[config.mk]
export PLATFORM = sky130hd
export DESIGN_NAME = serial_rx_framer
export DESIGN_NICKNAME = d
export VERILOG_FILES = /design/src/rtl/srf_pkg.sv /design/src/rtl/srf_edge_sel.sv /design/src/rtl/srf_sync_det.sv /design/src/rtl/srf_word_asm.sv /design/src/rtl/serial_rx_framer.sv
export SDC_FILE = /design/constraint.sdc
export NUM_CORES = 1
export LEC_CHECK = 0
export BUFFER_PORTS_ARGS = -buffer_cell sky130_fd_sc_hd__clkbuf_2
export CORE_MARGIN = 4
export CORE_UTILIZATION = 54
export CTS_BUF_LIST = sky130_fd_sc_hd__clkbuf_8
export DETAILED_ROUTE_END_ITERATION = 7
export PLACE_DENSITY = 0.78
export SLEW_MARGIN = 20
export SYNTH_ARGS = -nofsm -noshare
export SYNTH_HDL_FRONTEND = slang
export SYNTH_HIERARCHICAL = 1
export SYNTH_SLANG_ARGS = --single-unit
[constraint.sdc]
create_clock -name clk -period 2.6 [get_ports clk]
set_input_delay 0.26 -clock clk [delete_from_list [all_inputs] [get_ports clk]]
set_output_delay 0.26 -clock clk [all_outputs]
set_load 0.02 [all_outputs]
[src/rtl/srf_pkg.sv]
package srf_pkg;
  localparam int unsigned SRF_MAXW = 24;
  localparam int unsigned SRF_SELW = 3;
  localparam int unsigned SRF_CW   = $clog2(SRF_MAXW + 1);

  typedef logic [SRF_CW-1:0] srf_len_t;

  typedef struct packed {
    logic                rise;
    logic                fs_low;
    logic                fs_bit;
    logic                early;
    logic [SRF_SELW-1:0] wl_sel;
  } srf_cfg_t;

  function automatic srf_len_t srf_wl_decode(input logic [SRF_SELW-1:0] sel);
    srf_len_t len;
    case (sel)
      3'd0:    len = srf_len_t'(8);
      3'd1:    len = srf_len_t'(10);
      3'd2:    len = srf_len_t'(12);
      3'd3:    len = srf_len_t'(16);
      3'd4:    len = srf_len_t'(18);
      3'd5:    len = srf_len_t'(20);
      3'd6:    len = srf_len_t'(22);
      default: len = srf_len_t'(24);
    endcase
    return len;
  endfunction
endpackage

[src/rtl/srf_edge_sel.sv]
module srf_edge_sel (
  input  logic clk,
  input  logic rst_n,
  input  logic bclk,
  input  logic rise,
  output logic strobe
);
  logic bclk_q;
  logic bclk_d;

  always_comb begin
    bclk_d = bclk;
    strobe = rise ? (bclk & ~bclk_q) : (~bclk & bclk_q);
  end

  always_ff @(posedge clk or negedge rst_n) begin
    if (!rst_n) bclk_q <= 1'b0;
    else        bclk_q <= bclk_d;
  end


  strobe_gap_chk: assert property (@(posedge clk) disable iff (!rst_n)
    strobe |=> !strobe);
endmodule

[src/rtl/srf_sync_det.sv]
module srf_sync_det #(
  parameter int unsigned CW = 5
) (
  input  logic          clk,
  input  logic          rst_n,
  input  logic          strobe,
  input  logic          fs_line,
  input  logic          fs_low,
  input  logic          fs_bit,
  input  logic [CW-1:0] wl,
  output logic          start
);
  logic          act;
  logic          prev_q, prev_d;
  logic [CW-1:0] hold_q, hold_d;

  always_comb begin
    act    = fs_line ^ fs_low;
    start  = strobe & act & ~prev_q & (hold_q == '0);
    prev_d = prev_q;
    hold_d = hold_q;
    if (strobe) begin
      prev_d = act;
      if (start)
        hold_d = fs_bit ? '0 : (wl - 1'b1);
      else if (hold_q != '0)
        hold_d = hold_q - 1'b1;
    end
  end

  always_ff @(posedge clk or negedge rst_n) begin
    if (!rst_n) begin
      prev_q <= 1'b0;
      hold_q <= '0;
    end else begin
      prev_q <= prev_d;
      hold_q <= hold_d;
    end
  end


  hold_load_chk: assert property (@(posedge clk) disable iff (!rst_n)
    (start && !fs_bit) |=> (hold_q != '0));

  bit_mode_free_chk: assert property (@(posedge clk) disable iff (!rst_n)
    (start && fs_bit) |=> (hold_q == '0));
endmodule

[src/rtl/srf_word_asm.sv]
module srf_word_asm #(
  parameter int unsigned MAXW = 24,
  parameter int unsigned CW   = 5
) (
  input  logic            clk,
  input  logic            rst_n,
  input  logic            strobe,
  input  logic            start,
  input  logic            early,
  input  logic            sdata,
  input  logic [CW-1:0]   wl,
  output logic [MAXW-1:0] word_data,
  output logic            word_valid,
  output logic            frame_start
);
  localparam logic [MAXW-1:0] ONE = {{(MAXW-1){1'b0}}, 1'b1};

  logic            lock_q, lock_d;
  logic [CW-1:0]   cnt_q, cnt_d, cnt_inc;
  logic [MAXW-1:0] sh_q, sh_d, mask;
  logic [MAXW-1:0] data_q, data_d;
  logic            vld_q, vld_d;
  logic            fst_q, fst_d;

  always_comb begin
    mask    = (ONE << wl) - ONE;
    cnt_inc = cnt_q + 1'b1;
    lock_d  = lock_q;
    cnt_d   = cnt_q;
    sh_d    = sh_q;
    data_d  = data_q;
    vld_d   = 1'b0;
    fst_d   = 1'b0;
    if (strobe) begin
      if (start) begin
        lock_d = 1'b1;
        fst_d  = 1'b1;
        if (early) begin
          cnt_d = '0;
          sh_d  = '0;
        end else begin
          cnt_d = {{(CW-1){1'b0}}, 1'b1};
          sh_d  = {{(MAXW-1){1'b0}}, sdata};
        end
      end else if (lock_q) begin
        sh_d = {sh_q[MAXW-2:0], sdata};
        if (cnt_inc == wl) begin
          vld_d  = 1'b1;
          data_d = sh_d & mask;
          cnt_d  = '0;
        end else begin
          cnt_d = cnt_inc;
        end
      end
    end
  end

  always_ff @(posedge clk or negedge rst_n) begin
    if (!rst_n) begin
      lock_q <= 1'b0;
      cnt_q  <= '0;
      sh_q   <= '0;
      data_q <= '0;
      vld_q  <= 1'b0;
      fst_q  <= 1'b0;
    end else begin
      lock_q <= lock_d;
      cnt_q  <= cnt_d;
      sh_q   <= sh_d;
      data_q <= data_d;
      vld_q  <= vld_d;
      fst_q  <= fst_d;
    end
  end

  assign word_data   = data_q;
  assign word_valid  = vld_q;
  assign frame_start = fst_q;


  valid_gap_chk: assert property (@(posedge clk) disable iff (!rst_n)
    word_valid |=> !word_valid);

  valid_lock_chk: assert property (@(posedge clk) disable iff (!rst_n)
    word_valid |-> lock_q);

  fstart_alone_chk: assert property (@(posedge clk) disable iff (!rst_n)
    frame_start |-> (!word_valid && lock_q));

  fstart_gap_chk: assert property (@(posedge clk) disable iff (!rst_n)
    frame_start |=> !frame_start);
endmodule

[src/rtl/serial_rx_framer.sv]
module serial_rx_framer #(
  parameter int unsigned MAXW = srf_pkg::SRF_MAXW,
  parameter int unsigned SELW = srf_pkg::SRF_SELW
) (
  input  logic            clk,
  input  logic            rst_n,
  input  logic            bclk,
  input  logic            sdata,
  input  logic            fsync,
  input  logic            cfg_rise_edge,
  input  logic            cfg_fs_low,
  input  logic            cfg_fs_bit,
  input  logic            cfg_fs_early,
  input  logic [SELW-1:0] cfg_wl_sel,
  output logic [MAXW-1:0] word_data,
  output logic            word_valid,
  output logic            frame_start
);
  import srf_pkg::*;
  localparam int unsigned CW = SRF_CW;

  srf_cfg_t cfg;
  srf_len_t wl;
  logic     strobe;
  logic     start;

  always_comb begin
    cfg.rise   = cfg_rise_edge;
    cfg.fs_low = cfg_fs_low;
    cfg.fs_bit = cfg_fs_bit;
    cfg.early  = cfg_fs_early;
    cfg.wl_sel = cfg_wl_sel;
    wl         = srf_wl_decode(cfg.wl_sel);
  end

  srf_edge_sel u_edge (
    .clk    (clk),
    .rst_n  (rst_n),
    .bclk   (bclk),
    .rise   (cfg.rise),
    .strobe (strobe)
  );

  srf_sync_det #(.CW(CW)) u_sync (
    .clk     (clk),
    .rst_n   (rst_n),
    .strobe  (strobe),
    .fs_line (fsync),
    .fs_low  (cfg.fs_low),
    .fs_bit  (cfg.fs_bit),
    .wl      (wl),
    .start   (start)
  );

  srf_word_asm #(.MAXW(MAXW), .CW(CW)) u_asm (
    .clk         (clk),
    .rst_n       (rst_n),
    .strobe      (strobe),
    .start       (start),
    .early       (cfg.early),
    .sdata       (sdata),
    .wl          (wl),
    .word_data   (word_data),
    .word_valid  (word_valid),
    .frame_start (frame_start)
  );
endmodule

==> summary.md <==
| Metric | Value |
|---|---|
| Post-synth cell types | 53 |
| Antenna diodes | 0 |
| Fmax achieved | 430 MHz |
| Global route overflow | 0 |
| Hold Fails Final Rpt | 0 |
| Asr flop ratio synth | 100% |
| H-tree depth | 3 |
| Most frequent cell after synthesis | dfrtp_1 |
| Root buf cell | clkbuf_8 |
| Clock Latency Late Sink | around 0.34 ns |
| Routed WL | roughly 7.4 mm |
| # setup viols final | 0 |
| Critical Path Sink Type | flip-flop |
| RSZ-0062 raised after global routing | false |
| Area of placed instances | 3590 um^2 |
| Post-DP HPWL | around 5 mm |
| Initial antenna violation count | 0 |
| Die ar. | roughly 7300 um^2 |
| Req. time, crit path | 2.86 ns |
| Share of the synthesized area in the top cell type | 47.9% |
| Max-Cap Viols | 0 |
| Core area | about 5700 um^2 |
| Worst-margin pin slew | 0.614 ns |
| Largest cells by area after synthesis | dfrtp_1, a22o_1, o21ai_0 |
| Global Route Usage Sum | 21.1% |
| Startpoint Class | input pin |
| Fin crit share | 89.4% |
| Status | finished, final reports clean |
| TNS Setup | 0 ns |
| Die W | ~85 um |
| Via density | about 5.8 |
| Hold WC Path Type | in -> reg |
| Die height | 85.4 um |
| I/O pins | 38 |
| Num rows | 27 |
| DR vias | 2688 |
| Leakage | 1.86 nW |
| #FFs+latches synth | 62 |
| Layout area overhead | 17.9% |
| GP Congestion | ~0.86 |
| CP Class | in -> reg |
| Clk sinks | 62 |
| Mean post-synth cell area | 9.69 um^2 |
| Pin count of the biggest net entering global routing | 30 |
| Ys flop type | dfrtp_1 |
| Register area share after synthesis | a little under half |
| Initial DRC Count | 178 |
| Max clock buf depth | 2 |
| CTS buffer count | 9 |
| Cells after synthesis | around 330 |
| Clk pin slew, worst setup/hold paths | 0.07 ns |
| Final min period | 2.32 ns |
| Synthesized cell area | 3240 um^2 |
| WP data arrival | 2.59 ns |
| TritonCTS clock tree | built |
| Routed Antenna Nets | 0 |
| Slew Limit Fails | 0 |
| Port Buf Inserts | 37 |
| Vias in the first global route | 2547 |
| Most common library cells after synthesis | dfrtp_1, o21ai_0, a22o_1, inv_1 |
| Initial Util | a little under three fifths |
| Area leader, netlist | dfrtp_1 |
| Peak supply drop | 0.000394 V |
| Finished Cell Area | 3820 um^2 |
| First-pass GRT wire length | 12.1 mm |
| Slew Limit Headroom | about three fifths |
| PwrDens | 779 nW/um^2 |
| DR pass1 iterations | 4 |
| Yosys warning total | 6 |
| Worst Skew | roughly 0.0065 ns |
| Crit Path Max Fanout | 17 |
| Worst setup margin | 0.276 ns |
| Post-CTS Setup Bufs | 0 |
| Post-synth EDFFs | 0 |
| Nets | between 400 and 500 |
| Wire length per cell | 16.0 um |
| DRC | 0 |
| Fraction of layout cells with a size suffix above 1 | 22.3% |
| Post-Place Worst Slack | -0.0317 ns |
## cells in the final DEF (no fill, tap or decap), types with 2 or more instances in the layout
cell and n:
nor2b_1 8, buf_4 16, clkbuf_8 10, nand2_1 19, nand2b_1 5, o21ai_2 2
o21ai_0 31, nand3b_1 5, nor3_1 3, bufinv_16 2, inv_1 27, or3_1 5
o211ai_1 3, o22ai_1 3, a22o_1 25, or2_2 5, a22oi_1 2, a21oi_1 14
conb_1 7, nand3_1 18, nor4_1 3, a21o_1 2, dfrtp_1 62, and2_1 3
clkinv_2 2, xnor2_1 10, xor2_1 4, clkbuf_2 37, nor2_1 19, mux2_2 4
nand4_1 3, ha_1 4, mux2_4 4, o41ai_1 2, and3_1 2
## state kept, by name (all words and copies together), names as in the netlist
register / count
u_sync/prev_q: 1
u_asm/word_data: 24
u_asm/lock_q: 1
u_sync/hold_q: 5
u_asm/frame_start: 1
u_asm/word_valid: 1
u_edge/bclk_q: 1
u_asm/sh_q: 23
u_asm/cnt_q: 5
## layer usage
metal | wire length [um] | global-route usage (%)
met1 | 3420 | 28.3
met4 | 158 | 10.2
met3 | 299 | 3.20
met5 | 0 | 0
met2 | 3550 | 33.5
## report_power, final
group          total, mW  internal [mW]  leakage [nW]  switching, mW
Sequential          1.24           1.12         0.772          0.124
Combinational      0.806          0.327         0.974          0.479
Clock              0.922          0.556         0.119          0.367
Total               2.97           2.00          1.86          0.970
## critical path: stages
cell	delay, ns
clkbuf_2	0.13
mux2_4	0.31
or2_2	0.29
or3_1	0.34
ha_1	0.38
nor3_1	0.36
a21oi_1	0.13
o22ai_1	0.17
nand3_1	0.12
o21ai_0	0.09
## cell families (layout without fill, tap and decap cells)
| kind of cell | after synthesis | after routing | synth area share [%] |
|---|---|---|---|
| simple gates | 105 | 105 | 17.3 |
| compound gates | 93 | 93 | 19.2 |
| flops | 62 | 62 | 47.9 |
| buf+inv | 45 | 96 | 5.80 |
| xor+xnor | 15 | 15 | 4.48 |
| mux | 9 | 9 | 3.55 |
| fa+ha+maj | 4 | 4 | 1.55 |
| other cells | 1 | 7 | 0.116 |
## final timing paths
path	depth (start not counted)	endpoint	from	slack, ns
max in group asynchronous	3	u_asm/sh_q[22]$_DFFE_PN0P_	rst_n	1.53
max reg2reg	5	u_asm/word_data[1]$_DFFE_PN0P_	u_asm/cnt_q[0]$_DFFE_PN0P_	0.29
min	1	u_edge/bclk_q$_DFF_PN0_	bclk	0.06
min in group asynchronous	2	u_sync/hold_q[0]$_DFFE_PN0P_	rst_n	0.46
min reg2reg	1	u_sync/hold_q[4]$_DFFE_PN0P_	u_sync/hold_q[4]$_DFFE_PN0P_	0.47
max	10	u_asm/word_data[8]$_DFFE_PN0P_	cfg_wl_sel[0]	0.28
## repair_timing
item / CTS / global route
endpoints found under the hold margin: 20 / 0
setup endpoints to repair: 0 / 3
resized for setup: 0 / 1
hold buffers: 1 / 0
## cell type report
cell class,count,area [um^2]
Fill cell,449,1860
Sequential cell,62,1550
Clock inverter,6,77.6
Multi-Input combinational cell,233,1530
Tap cell,72,90.1
Timing Repair Buffer,55,335
Clock buffer,10,138
Inverter,25,93.8
## stage by stage
step,power (mW),hold WS [ns],std cells,utilization [%]
after global placement,2.01,0.297,446,63.2
after detailed placement,2.04,0.296,446,63.2
after floorplan,1.78,-0.0356,340,-
final,2.97,0.0637,463,67.2
after CTS,2.98,0.0482,463,67.2
after global routing,3.14,0.0593,463,67.2
(Power assumes the default switching activity.)
